==> config.mk <==
export PLATFORM = sky130hd
export DESIGN_NAME = spi_mmio_engine
export DESIGN_NICKNAME = d
export VERILOG_FILES = /design/src/rtl/spi_txn_pkg.sv /design/src/rtl/spi_sck_tick.sv /design/src/rtl/spi_bit_shifter.sv /design/src/rtl/spi_frame_builder.sv /design/src/rtl/spi_mmio_engine.sv
export SDC_FILE = /design/constraint.sdc
export NUM_CORES = 1
export LEC_CHECK = 0
export ABC_AREA = 1
export CAP_MARGIN = 20
export CELL_PAD_IN_SITES_DETAIL_PLACEMENT = 1
export CELL_PAD_IN_SITES_GLOBAL_PLACEMENT = 1
export CORE_MARGIN = 2
export CORE_UTILIZATION = 25
export CTS_CLUSTER_SIZE = 8
export DETAILED_ROUTE_END_ITERATION = 8
export DONT_BUFFER_PORTS = 1
export PLACE_DENSITY = 0.48
export SYNTH_ARGS = -nofsm -noshare
export SYNTH_HDL_FRONTEND = slang
export SYNTH_HIERARCHICAL = 1
export SYNTH_SLANG_ARGS = --single-unit
==> constraint.sdc <==
create_clock -name clk -period 3.5 [get_ports clk]
set_input_delay 0.175 -clock clk [delete_from_list [all_inputs] [get_ports clk]]
set_output_delay 0.175 -clock clk [all_outputs]
set_load 0.01 [all_outputs]
==> src/rtl/spi_txn_pkg.sv <==
package spi_txn_pkg;
  typedef enum logic [1:0] {
    OP_READ  = 2'd0,
    OP_WRITE = 2'd1,
    OP_HOST  = 2'd2
  } spi_op_e;

  typedef enum logic [2:0] {
    ST_IDLE,
    ST_LOAD,
    ST_SHIFT,
    ST_TAIL,
    ST_GAP
  } eng_state_e;

  localparam int unsigned HDR_WRITE = 3;
  localparam int unsigned HDR_READ  = 4;
  localparam int unsigned HOST_LEN  = 3;
  localparam int unsigned LANES     = 4;
  localparam int unsigned GAP_TICKS = 4;
endpackage

==> src/rtl/spi_sck_tick.sv <==
module spi_sck_tick #(
  parameter int unsigned HALF_DIV = 2
) (
  input  logic clk,
  input  logic rst,
  input  logic restart,
  output logic tick
);
  localparam int unsigned CW = (HALF_DIV > 1) ? $clog2(HALF_DIV) : 1;

  logic [CW-1:0] cnt;

  always_ff @(posedge clk) begin
    if (rst || restart) begin
      cnt  <= '0;
      tick <= 1'b0;
    end else if (cnt == CW'(HALF_DIV - 1)) begin
      cnt  <= '0;
      tick <= 1'b1;
    end else begin
      cnt  <= cnt + 1'b1;
      tick <= 1'b0;
    end
  end
endmodule

==> src/rtl/spi_bit_shifter.sv <==
module spi_bit_shifter (
  input  logic       clk,
  input  logic       rst,
  input  logic       load,
  input  logic [7:0] load_byte,
  input  logic       shift,
  input  logic       sample,
  input  logic       miso,
  output logic       mosi,
  output logic [7:0] rx_byte
);
  logic [7:0] tx_q;

  always_ff @(posedge clk) begin
    if (rst) begin
      tx_q    <= '0;
      rx_byte <= '0;
    end else begin
      if (load)       tx_q <= load_byte;
      else if (shift) tx_q <= {tx_q[6:0], 1'b0};
      if (sample)     rx_byte <= {rx_byte[6:0], miso};
    end
  end

  assign mosi = tx_q[7];
endmodule

==> src/rtl/spi_frame_builder.sv <==
module spi_frame_builder
  import spi_txn_pkg::*;
#(
  parameter int unsigned IDX_W = 9
) (
  input  logic [1:0]       op,
  input  logic [21:0]      addr,
  input  logic [31:0]      wdata,
  input  logic [7:0]       strm_byte,
  input  logic [IDX_W-1:0] idx,
  output logic [7:0]       tx_byte,
  output logic             from_stream
);
  logic [IDX_W-1:0] data_pos;
  logic [7:0]       page;

  always_comb begin
    tx_byte     = 8'h00;
    from_stream = 1'b0;
    page        = {2'b00, addr[21:16]};
    data_pos    = idx - IDX_W'(HDR_WRITE);
    case (op)
      OP_WRITE: begin
        if (idx == IDX_W'(0))      tx_byte = page | 8'h80;
        else if (idx == IDX_W'(1)) tx_byte = addr[15:8];
        else if (idx == IDX_W'(2)) tx_byte = addr[7:0];
        else if (data_pos < IDX_W'(LANES)) tx_byte = wdata[8*data_pos[1:0] +: 8];
        else begin
          tx_byte     = strm_byte;
          from_stream = 1'b1;
        end
      end
      OP_READ: begin
        if (idx == IDX_W'(0))      tx_byte = page;
        else if (idx == IDX_W'(1)) tx_byte = addr[15:8];
        else if (idx == IDX_W'(2)) tx_byte = addr[7:0];
        else                       tx_byte = 8'h00;
      end
      default: begin
        tx_byte = (idx == IDX_W'(0)) ? wdata[7:0] : 8'h00;
      end
    endcase
  end
endmodule

==> src/rtl/spi_mmio_engine.sv <==
module spi_mmio_engine
  import spi_txn_pkg::*;
#(
  parameter int unsigned ADDR_W   = 22,
  parameter int unsigned CNT_W    = 8,
  parameter int unsigned HALF_DIV = 2
) (
  input  logic              clk,
  input  logic              rst,
  input  logic              req_start,
  input  logic [1:0]        req_op,
  input  logic [ADDR_W-1:0] req_addr,
  input  logic [31:0]       req_wdata,
  input  logic [CNT_W-1:0]  req_count,
  input  logic [7:0]        strm_wdata,
  output logic              strm_take,
  output logic [31:0]       rsp_rdata,
  output logic              rsp_done,
  output logic [7:0]        strm_rdata,
  output logic              strm_rvalid,
  output logic              spi_sck,
  output logic              spi_cs_n,
  output logic              spi_mosi,
  input  logic              spi_miso
);
  localparam int unsigned IDX_W    = CNT_W + 1;
  localparam int unsigned MIN_HIGH = GAP_TICKS * HALF_DIV;

  eng_state_e        state;
  logic [1:0]        op_q;
  logic [ADDR_W-1:0] addr_q;
  logic [31:0]       wdata_q;
  logic [IDX_W-1:0]  total_q;
  logic [IDX_W-1:0]  idx_q;
  logic [2:0]        bit_cnt;
  logic [2:0]        gap_cnt;
  logic              done_arm;
  logic              tick;
  logic              accept;
  logic [IDX_W-1:0]  nxt_idx;
  logic [7:0]        nxt_byte;
  logic              nxt_stream;
  logic [7:0]        rx_byte;
  logic [21:0]       addr_wide;
  logic              byte_end, last_byte, byte_advance;
  logic              shift_en, sample_en, load_en;
  logic              is_rd, rd_data_byte;
  logic [IDX_W-1:0]  rd_pos;
  logic [LANES-1:0]  lane_we;

  assign accept    = (state == ST_IDLE) && req_start;
  assign addr_wide = 22'(addr_q);
  assign nxt_idx   = (state == ST_LOAD) ? '0 : idx_q + 1'b1;
  assign is_rd     = (op_q == OP_READ);
  assign last_byte = (idx_q == total_q - 1'b1);
  assign byte_end  = (state == ST_SHIFT) && tick && spi_sck && (bit_cnt == 3'd7);
  assign byte_advance = byte_end && !last_byte;
  assign shift_en  = (state == ST_SHIFT) && tick && spi_sck && (bit_cnt != 3'd7);
  assign sample_en = (state == ST_SHIFT) && tick && !spi_sck;
  assign load_en   = (state == ST_LOAD) || byte_advance;
  assign rd_pos    = idx_q - IDX_W'(HDR_READ);
  assign rd_data_byte = is_rd && (idx_q >= IDX_W'(HDR_READ));

  spi_sck_tick #(.HALF_DIV(HALF_DIV)) u_tick (
    .clk     (clk),
    .rst     (rst),
    .restart (accept),
    .tick    (tick)
  );

  spi_frame_builder #(.IDX_W(IDX_W)) u_build (
    .op          (op_q),
    .addr        (addr_wide),
    .wdata       (wdata_q),
    .strm_byte   (strm_wdata),
    .idx         (nxt_idx),
    .tx_byte     (nxt_byte),
    .from_stream (nxt_stream)
  );

  spi_bit_shifter u_shift (
    .clk       (clk),
    .rst       (rst),
    .load      (load_en),
    .load_byte (nxt_byte),
    .shift     (shift_en),
    .sample    (sample_en),
    .miso      (spi_miso),
    .mosi      (spi_mosi),
    .rx_byte   (rx_byte)
  );

  // Read result lanes: one byte register per lane
  for (genvar g = 0; g < LANES; g++) begin : g_lane
    assign lane_we[g] = byte_end && rd_data_byte &&
                        (rd_pos < IDX_W'(LANES)) && (rd_pos[1:0] == 2'(g));
    always_ff @(posedge clk) begin
      if (rst || accept)   rsp_rdata[8*g +: 8] <= 8'h00;
      else if (lane_we[g]) rsp_rdata[8*g +: 8] <= rx_byte;
    end
  end

  always_ff @(posedge clk) begin
    if (rst) begin
      state       <= ST_IDLE;
      op_q        <= '0;
      addr_q      <= '0;
      wdata_q     <= '0;
      total_q     <= '0;
      idx_q       <= '0;
      bit_cnt     <= '0;
      gap_cnt     <= '0;
      spi_sck     <= 1'b0;
      spi_cs_n    <= 1'b1;
      done_arm    <= 1'b0;
      rsp_done    <= 1'b0;
      strm_take   <= 1'b0;
      strm_rvalid <= 1'b0;
      strm_rdata  <= '0;
    end else begin
      rsp_done    <= done_arm;
      done_arm    <= 1'b0;
      strm_take   <= 1'b0;
      strm_rvalid <= 1'b0;
      unique case (state)
        ST_IDLE: begin
          if (req_start) begin
            op_q    <= req_op;
            addr_q  <= req_addr;
            wdata_q <= req_wdata;
            idx_q   <= '0;
            bit_cnt <= '0;
            case (req_op)
              OP_READ:  total_q <= IDX_W'(req_count) + IDX_W'(HDR_READ);
              OP_WRITE: total_q <= IDX_W'(req_count) + IDX_W'(HDR_WRITE);
              default:  total_q <= IDX_W'(HOST_LEN);
            endcase
            state <= ST_LOAD;
          end
        end
        ST_LOAD: begin
          spi_cs_n  <= 1'b0;
          strm_take <= nxt_stream;
          state     <= ST_SHIFT;
        end
        ST_SHIFT: begin
          if (tick) begin
            if (!spi_sck) begin
              spi_sck <= 1'b1;
            end else begin
              spi_sck <= 1'b0;
              if (bit_cnt == 3'd7) begin
                bit_cnt <= '0;
                if (rd_data_byte) begin
                  strm_rvalid <= 1'b1;
                  strm_rdata  <= rx_byte;
                end
                if (last_byte) begin
                  state <= ST_TAIL;
                end else begin
                  idx_q     <= idx_q + 1'b1;
                  strm_take <= nxt_stream;
                end
              end else begin
                bit_cnt <= bit_cnt + 1'b1;
              end
            end
          end
        end
        ST_TAIL: begin
          if (tick) begin
            spi_cs_n <= 1'b1;
            done_arm <= 1'b1;
            gap_cnt  <= '0;
            state    <= ST_GAP;
          end
        end
        ST_GAP: begin
          if (tick) begin
            if (gap_cnt == 3'(GAP_TICKS - 1)) state <= ST_IDLE;
            else gap_cnt <= gap_cnt + 1'b1;
          end
        end
        default: state <= ST_IDLE;
      endcase
    end
  end

  // Chip-select high-time monitor used by the gap assertion
  logic [15:0] cs_high_cnt;
  always_ff @(posedge clk) begin
    if (rst)           cs_high_cnt <= '1;
    else if (spi_cs_n) cs_high_cnt <= (cs_high_cnt == '1) ? cs_high_cnt : cs_high_cnt + 1'b1;
    else               cs_high_cnt <= '0;
  end

  assert_sck_low_at_cs_edge_R2: assert property (@(posedge clk) disable iff (rst)
    !$stable(spi_cs_n) |-> !spi_sck);
  assert_mosi_steady_high_R2: assert property (@(posedge clk) disable iff (rst)
    spi_sck |-> $stable(spi_mosi));
  assert_sck_only_in_frame_R9: assert property (@(posedge clk) disable iff (rst)
    spi_cs_n |-> !spi_sck);
  assert_cs_gap_R10: assert property (@(posedge clk) disable iff (rst)
    $fell(spi_cs_n) |-> cs_high_cnt >= 16'(MIN_HIGH));
  assert_done_after_cs_R11: assert property (@(posedge clk) disable iff (rst)
    rsp_done |-> (spi_cs_n && $past(spi_cs_n)));
  assert_done_single_R11: assert property (@(posedge clk) disable iff (rst)
    rsp_done |=> !rsp_done);
  assert_take_in_frame_R7: assert property (@(posedge clk) disable iff (rst)
    strm_take |-> !spi_cs_n);
  assert_rvalid_single_R8: assert property (@(posedge clk) disable iff (rst)
    strm_rvalid |=> !strm_rvalid);
endmodule

# == Word level (Yosys, flattened, before mapping) ==
# Cells that the tools add are included.
# totals
ff_bits,147
latchBits,0
ram_bits,0
rom_bits,0
in_bits,76
output_inout_bits,46
n_memories,0
# classes
add_sub_neg,9
n_mul,0
n_div,0
order_cmp,3
n_eq_ne,25
shift,1
n_mux,53
bitwise_logic,5
reduce_logical,38
# ops
operator,n
2-to-1 mux 8 bit,10
2-to-1 mux 9 bit,6
2-to-1 mux 3 bit,15
one-hot mux 9 bit (2 select lines),2
variable part select 32 x 6 -> 8 bit,1
"< comparator 9 x 3 -> 1 bit, second input constant",2
one-hot mux 8 bit (2 select lines),1
one-hot mux 3 bit (5 select lines),1
logical AND 1 bit,14
2-to-1 mux 1 bit,14
"inequality test 2 bit, second input constant",7
one-hot mux 3 bit (2 select lines),2
"adder 8 x 2 -> 9 bit, second input constant",1
"adder 8 x 3 -> 9 bit, second input constant",1
"adder 9 x 1 -> 9 bit, second input constant",1
"equality test 3 x 2 -> 1 bit, second input constant",3
"equality test 9 x 1 -> 1 bit, second input constant",1
"equality test 9 x 2 -> 1 bit, second input constant",1
equality test 9 bit,1
"greater-or-equal comparator 9 x 3 -> 1 bit, second input constant",1
zero test 9 bit,1
"subtractor 9 x 1 -> 9 bit, second input constant",1
"subtractor 9 x 2 -> 9 bit, second input constant",1
"subtractor 9 x 3 -> 9 bit, second input constant",1
other kinds (22),45

# == Longest topological paths before layout ==
# depth
word_depth,14
ltp_mapped,24
depth_no_buf,22

# == Modules after synthesis ==
# The synthesis kept the hierarchy.
# modules_own_cells
module,instances,cells_per_inst,area_per_inst_um2,seq_area_each_um2
spi_mmio_engine,1,785,5651.7,2582.5
spi_frame_builder,1,224,1066.0,0.0
spi_bit_shifter,1,93,678.2,320.3
spi_sck_tick,1,8,62.6,40.0

# == Least setup slack after synthesis ==
# No wires, ideal clock.
# synth_path
path_type,register to register
startpoint,reg state[0]
endpoint,reg u_shift.tx_q[3]
setup_time_ns,0.109
t_arrival_ns,2.836
required_time_ns,3.391
slack_ns,0.555
path_stages_with_launch,25
synth_period_minus_slack_ns,2.945
cell_sequence,dfxtp_1 inv_1 nor3_1 inv_1 nand2_1 inv_1 buf_6 inv_4 buf_4 ha_1 buf_2 clkinv_1 nand3_1 nand2_1 nand3_1 nand3_1 nand2_1 nand2_1 nand2_1 nand2_1 nand2_1 nand2_1 nand3_1 nand2_1 inv_1
# synth_between
elab_chain_len,10
elab_cells_between_ends,26
# synth_lines
element,line,rtl
from (decl),spi_mmio_engine.sv:29,eng_state_e state;
from (signal assigned),spi_mmio_engine.sv:105,state <= ST_IDLE;
from (signal assigned),spi_mmio_engine.sv:138,state <= ST_LOAD;
from (signal assigned),spi_mmio_engine.sv:144,state <= ST_SHIFT;
equality test 3 x 1 -> 1 bit (*),spi_mmio_engine.sv:53,assign nxt_idx = (state == ST_LOAD) ? '0 : idx_q + 1'b1;
2-to-1 mux 9 bit (*),spi_mmio_engine.sv:53,
via nxt_idx[0],spi_mmio_engine.sv:40,logic [IDX_W-1:0] nxt_idx;
subtractor 9 x 2 -> 9 bit,spi_frame_builder.sv:21,data_pos = idx - IDX_W'(HDR_WRITE);
variable part select 32 x 6 -> 8 bit / < comparator 9 x 3 -> 1 bit (equally long branches),spi_frame_builder.sv:27,else if (data_pos < IDX_W'(LANES)) tx_byte = wdata[8*data_pos[1:0] +: 8];
2-to-1 mux 8 bit,spi_frame_builder.sv:27,
2-to-1 mux 8 bit,spi_frame_builder.sv:26,else if (idx == IDX_W'(2)) tx_byte = addr[7:0];
2-to-1 mux 8 bit,spi_frame_builder.sv:25,else if (idx == IDX_W'(1)) tx_byte = addr[15:8];
2-to-1 mux 8 bit,spi_frame_builder.sv:24,if (idx == IDX_W'(0)) tx_byte = page | 8'h80;
one-hot mux 8 bit (2 select lines) (*),spi_frame_builder.sv:22,case (op)
via nxt_byte[3],spi_mmio_engine.sv:41,logic [7:0] nxt_byte;
2-to-1 mux 8 bit (*),spi_bit_shifter.sv:19,if (load) tx_q <= load_byte;
to (signal assigned),spi_bit_shifter.sv:19,
to (signal assigned),spi_bit_shifter.sv:20,"else if (shift) tx_q <= {tx_q[6:0], 1'b0};"
to (decl),spi_bit_shifter.sv:12,logic [7:0] tx_q;
# Mark *: on every way through the listed nets, which the timed path passes. The rest lies on a longest branch.
# A chain may end at the register's enable or synchronous reset.

# == Worst setup path after layout ==
# layout_path
startpoint,reg idx_q[0]
endpoint,reg u_shift.tx_q[6]
# layout_between
elab_chain_len,10
elab_cells_between_ends,23
# layout_lines
element,line,rtl
from (decl),spi_mmio_engine.sv:34,logic [IDX_W-1:0] idx_q;
from (signal assigned),spi_mmio_engine.sv:161,idx_q <= idx_q + 1'b1;
adder 9 x 1 -> 9 bit (*),spi_mmio_engine.sv:53,
2-to-1 mux 9 bit (*),spi_mmio_engine.sv:53,
via nxt_idx[1],spi_mmio_engine.sv:40,
subtractor 9 x 2 -> 9 bit,spi_frame_builder.sv:21,
variable part select 32 x 6 -> 8 bit / < comparator 9 x 3 -> 1 bit (equally long branches),spi_frame_builder.sv:27,
2-to-1 mux 8 bit,spi_frame_builder.sv:27,
2-to-1 mux 8 bit,spi_frame_builder.sv:26,
2-to-1 mux 8 bit,spi_frame_builder.sv:25,
2-to-1 mux 8 bit,spi_frame_builder.sv:24,
one-hot mux 8 bit (2 select lines) (*),spi_frame_builder.sv:22,
via nxt_byte[6],spi_mmio_engine.sv:41,
2-to-1 mux 8 bit (*),spi_bit_shifter.sv:19,
# Marked as above.

==> load_flow_metrics.sql <==
INSERT INTO impl_metrics (metric_group, metric, value, unit) VALUES
('floorplanning', 'dieHeight', '177', 'um'),
('setup_path', 'timing.setup.critical_path_class', 'reg -> reg', ''),
('clocking', 'cts.sinks', '147', ''),
('timing', 'tightest_slew', '0.829', 'ns'),
('finish', 'area_growth', '21.8', '%'),
('floorplanning', 'floorplan.initialDensity', '25.3', '%'),
('setup_path', 'path_max_fanout', '9', ''),
('logic_synthesis', 'synth_area_per_cell', '6.72', 'sq um'),
('power', 'power.density', '735', 'nW/um^2'),
('placed_design', 'place.gp.congestion', '0.756', ''),
('job', 'timing.max_cap.violations', '0', ''),
('logic_synthesis', 'synth_ff_type', 'sky130_fd_sc_hd__dfxtp_1', ''),
('hold_path', 'min_to', 'total_q[4]$_SDFFE_PP0P_', ''),
('detailed_routing', 'post_drt_wl_per_cell', '15.9', 'um'),
('setup_path', 'cp-start-kind', 'register', ''),
('timing', 'grt_setup_unrepaired', 'false', ''),
('setup_path', 'r2r_slack', '0.45', 'ns'),
('setup_path', 'kind_of_end_point_of_the_critical_path', 'register', ''),
('global_route', 'largest_net_degree_at_the_start_of_global_routing', '56', ''),
('clocking', 'clk_latency_worst_skew_pair', '0.44', 'ns'),
('timing', 'finalWorstPathRequiredPeriod', '3.05', 'ns'),
('floorplanning', 'pin_count', '122', ''),
('status', 'run_status', 'finished clean', ''),
('clocking', 'tritoncts_clock_tree', 'done', ''),
('timing', 'crit_share_post_route', '87.0', '%'),
('clocking', 'cts.clk_slew.worst_paths', '0.07', 'ns'),
('detailed_routing', 'initialDrtViolationCount', '265', ''),
('logic_synthesis', 'post_synth_instance_area', '7460', 'sq um'),
('finish', 'layout_cell_share_with_drive_strength_beyond_1', '7.06', '%'),
('clocking', 'cts_buffer_depth', '2', ''),
('logic_synthesis', 'count_of_flip_flops_with_a_built_in_enable_after_synthesis', '0', ''),
('finish', 'final_nets', '1257', ''),
('global_route', 'grt_pass1_wl', '40300', 'um'),
('logic_synthesis', 'async_flop_share', '0', '%'),
('detailed_routing', 'route.detailed.drc', '0', ''),
('detailed_routing', 'detail_route.first_pass.iterations', '5', ''),
('setup_path', 'critPathArrivalTime', '3.33', 'ns'),
('clocking', 'clock_tree.htree_level_count', '4', ''),
('logic_synthesis', 'postSynthNetCount', '1204', ''),
('timing', 'timing.final.setup_violations', '0', ''),
('clocking', 'num_cts_buffers', '17', ''),
('timing', 'total_negative_slack', '0', 'ns'),
('timing', 'hold_violations', '0', ''),
('global_route', 'number_of_global_route_vias_before_repair', '7403', ''),
('placed_design', 'buffer_ports.inserted', '0', ''),
('floorplanning', 'rows', '63', ''),
('timing', 'timing.clock.skew', '0.0260', 'ns'),
('finish', 'antenna_diode_instance_count', '0', ''),
('floorplanning', 'floorplan.die_area', '31200', 'sq um'),
('logic_synthesis', 'synth.yosys.seq_area_share', '39.5', '%'),
('placed_design', 'hpwl_after_dpl', '17800', 'um'),
('clocking', 'postCtsSetupRepairBufs', '0', ''),
('logic_synthesis', 'synth.distinct_cells', '47', ''),
('global_route', 'antenna_violations_before_repair', '0', ''),
('power', 'total_leakage_power', '4.05', 'nW'),
('hold_path', 'hold_removal_path_class', 'in -> reg', ''),
('logic_synthesis', 'ys_seq_elements', '147', ''),
('logic_synthesis', 'yosys-top-cells-area', 'sky130_fd_sc_hd__dfxtp_1, sky130_fd_sc_hd__nand2_1, sky130_fd_sc_hd__nor2_1', ''),
('timing', 'upper_clock_frequency_limit', '328', 'MHz'),
('timing', 'max_transition_viols_final', '0', ''),
('logic_synthesis', 'yosys_warnings', '6', ''),
('hold_path', 'hold_start', 'req_count[4]', ''),
('logic_synthesis', 'synthDominantAreaCellType', 'sky130_fd_sc_hd__dfxtp_1', ''),
('global_route', 'grt_util_all_layers', '16.5', '%'),
('logic_synthesis', 'netlist_instances', '1110', ''),
('hold_path', 'hold_depth', '3', ''),
('setup_path', 'timing.reg2reg.worst_path_depth', '17', ''),
('detailed_routing', 'drtAntennaViolNets', '0', ''),
('power', 'total_power_of_the_final_layout', '6.67', 'mW'),
('setup_path', 'reg2reg_to', 'u_shift/tx_q[6]$_SDFFE_PP0P_', ''),
('timing', 'slew_headroom', '44.5', '%'),
('floorplanning', 'dieWidth', '177', 'um'),
('detailed_routing', 'via_per_inst', '4.57', ''),
('detailed_routing', 'detailroute.via_count', '7153', ''),
('clocking', 'root_buffer', 'sky130_fd_sc_hd__clkbuf_16', ''),
('detailed_routing', 'wl', '24900', 'um'),
('floorplanning', 'core_area', '29500', 'sq um'),
('global_route', 'globalRoute.totalOverflow', '0', ''),
('power', 'ir_drop', '0.381', 'mV'),
('logic_synthesis', 'synth_largest_type_area_fraction', '39.5', '%'),
('setup_path', 'reg2reg_from', 'idx_q[0]$_SDFFE_PP0P_', ''),
('setup_path', 'timing.critical_path.required', '3.79', 'ns');
[layout make-up]
cell class | count | area [sq um]
Clock buffer | 18 | 439
Sequential cell | 147 | 2940
Clock inverter | 14 | 184
Multi-Input combinational cell | 813 | 3880
Inverter | 107 | 409
Tap cell | 390 | 488
Fill cell | 3678 | 20400
Timing Repair Buffer | 77 | 736
[layer usage]
layer / vias up / wire length, um / track usage [%]
met5: - / 0 / 0
met4: 0 / 247 / 3.86
met3: 13 / 728 / 2.84
met2: 89 / 12200 / 28.5
met1: 3370 / 11800 / 21.4
li1: 3681 / - / -
[cells in the mapped netlist (2+ instances only)]
master                      number
sky130_fd_sc_hd__nand2_1       290
sky130_fd_sc_hd__nor2_1        168
sky130_fd_sc_hd__dfxtp_1       147
sky130_fd_sc_hd__nand3_1       124
sky130_fd_sc_hd__inv_1          97
sky130_fd_sc_hd__o21ai_0        79
sky130_fd_sc_hd__a21oi_1        56
sky130_fd_sc_hd__clkbuf_1       19
sky130_fd_sc_hd__ha_1           18
sky130_fd_sc_hd__buf_2           8
sky130_fd_sc_hd__nor3_1          8
sky130_fd_sc_hd__nand4_1         7
sky130_fd_sc_hd__nand2_2         6
sky130_fd_sc_hd__nor2_4          6
sky130_fd_sc_hd__buf_6           5
sky130_fd_sc_hd__xnor2_1         5
sky130_fd_sc_hd__buf_1           4
sky130_fd_sc_hd__buf_4           4
sky130_fd_sc_hd__inv_2           4
sky130_fd_sc_hd__or2_2           4
sky130_fd_sc_hd__xor2_1          4
sky130_fd_sc_hd__clkbuf_2        3
sky130_fd_sc_hd__clkinv_1        3
sky130_fd_sc_hd__inv_4           3
sky130_fd_sc_hd__nor2_2          3
sky130_fd_sc_hd__nor2_8          3
sky130_fd_sc_hd__o211ai_1        3
sky130_fd_sc_hd__o21bai_1        3
sky130_fd_sc_hd__o22ai_1         3
sky130_fd_sc_hd__a31oi_1         2
sky130_fd_sc_hd__nand3_2         2
sky130_fd_sc_hd__o2111ai_1       2
sky130_fd_sc_hd__o211a_1         2
sky130_fd_sc_hd__o32ai_1         2
[cell families (layout without fill, tap and decap cells)]
family,Yosys count,count (layout),share of synthesized area [%]
flops,147,147,39.5
fa+ha+maj,18,18,3.02
xor+xnor,9,9,1.06
simple gates,628,628,36.4
compound gates,158,158,11.5
buf+inv,150,216,8.54
[state kept, by name, indices dropped and copies added (netlist names), 8 cells and up]
name and count:
u_shift/rx_byte 8, u_shift/tx_q 8, rsp_rdata 32, strm_rdata 8, wdata_q 32, total_q 9
addr_q 22, idx_q 9
[critical path, cell delays in order, from the launching register on]
cell and delay [ns]:
sky130_fd_sc_hd__dfxtp_1 0.43, sky130_fd_sc_hd__inv_1 0.20, sky130_fd_sc_hd__ha_1 0.41, sky130_fd_sc_hd__nand2_1 0.08, sky130_fd_sc_hd__inv_1 0.16, sky130_fd_sc_hd__inv_1 0.09, sky130_fd_sc_hd__ha_1 0.31, sky130_fd_sc_hd__clkinv_1 0.23
sky130_fd_sc_hd__o21ai_0 0.15, sky130_fd_sc_hd__o21ai_0 0.15, sky130_fd_sc_hd__o211ai_1 0.25, sky130_fd_sc_hd__nand2_1 0.09, sky130_fd_sc_hd__nand2_1 0.06, sky130_fd_sc_hd__nand2_1 0.05, sky130_fd_sc_hd__inv_1 0.04, sky130_fd_sc_hd__nand2_1 0.05
sky130_fd_sc_hd__nand2_1 0.10, sky130_fd_sc_hd__a21oi_2 0.05
[what timing repair did]
item	in CTS	in global routing
hold buffers	63	0
gates resized for setup	0	0
hold endpoints to repair	76	0
[through the flow]
step	cells	cell area [sq um]	utilization, %	hold slack [ns]	setup WS, ns
after global placement	1471	7830	26.6	0.248	0.574
after global routing	1566	9080	30.8	0.0483	0.181
final	1566	9080	30.8	0.0222	0.455
after floorplan	1110	7460	-	0.237	0.555
after detailed placement	1471	7830	26.6	0.252	0.516
after CTS	1566	9080	30.8	0.0127	0.451
[power by group]
part,internal [mW],total [mW],switching (mW),leakage (nW)
clock,1.11,2.00,0.887,0.304
combinational,0.818,2.51,1.69,2.54
sequential,1.94,2.17,0.228,1.20
[how the worst max path moves through the flow]
| stage | startpoint | end | slack (ns) |
|---|---|---|---|
| 2_1_floorplan | state[0]$_SDFFE_PP0P_ | u_shift/tx_q[3]$_SDFFE_PP0P_ | 0.56 |
| 3_3_place_gp | idx_q[0]$_SDFFE_PP0P_ | u_shift/tx_q[1]$_SDFFE_PP0P_ | 0.57 |
| 3_5_place_dp | idx_q[0]$_SDFFE_PP0P_ | u_shift/tx_q[6]$_SDFFE_PP0P_ | 0.52 |
| 4_1_cts | idx_q[0]$_SDFFE_PP0P_ | u_shift/tx_q[6]$_SDFFE_PP0P_ | 0.45 |
| 5_1_grt | idx_q[2]$_SDFFE_PP0P_ | u_shift/tx_q[4]$_SDFFE_PP0P_ | 0.18 |
| 6_report | idx_q[0]$_SDFFE_PP0P_ | u_shift/tx_q[6]$_SDFFE_PP0P_ | 0.45 |
[cells in the final DEF, fill, tap and decap left out, drive strengths merged, types with 7 or more instances in the layout]
master and count:
dfxtp 147, nor2 180, a21oi 57, clkbuf 18, o21ai 79, nand2 297
nand4 7, inv 113, nand3 127, dlygate4sd3 63, nor3 9, ha 18
buf 14
(Power assumes the default switching activity.)
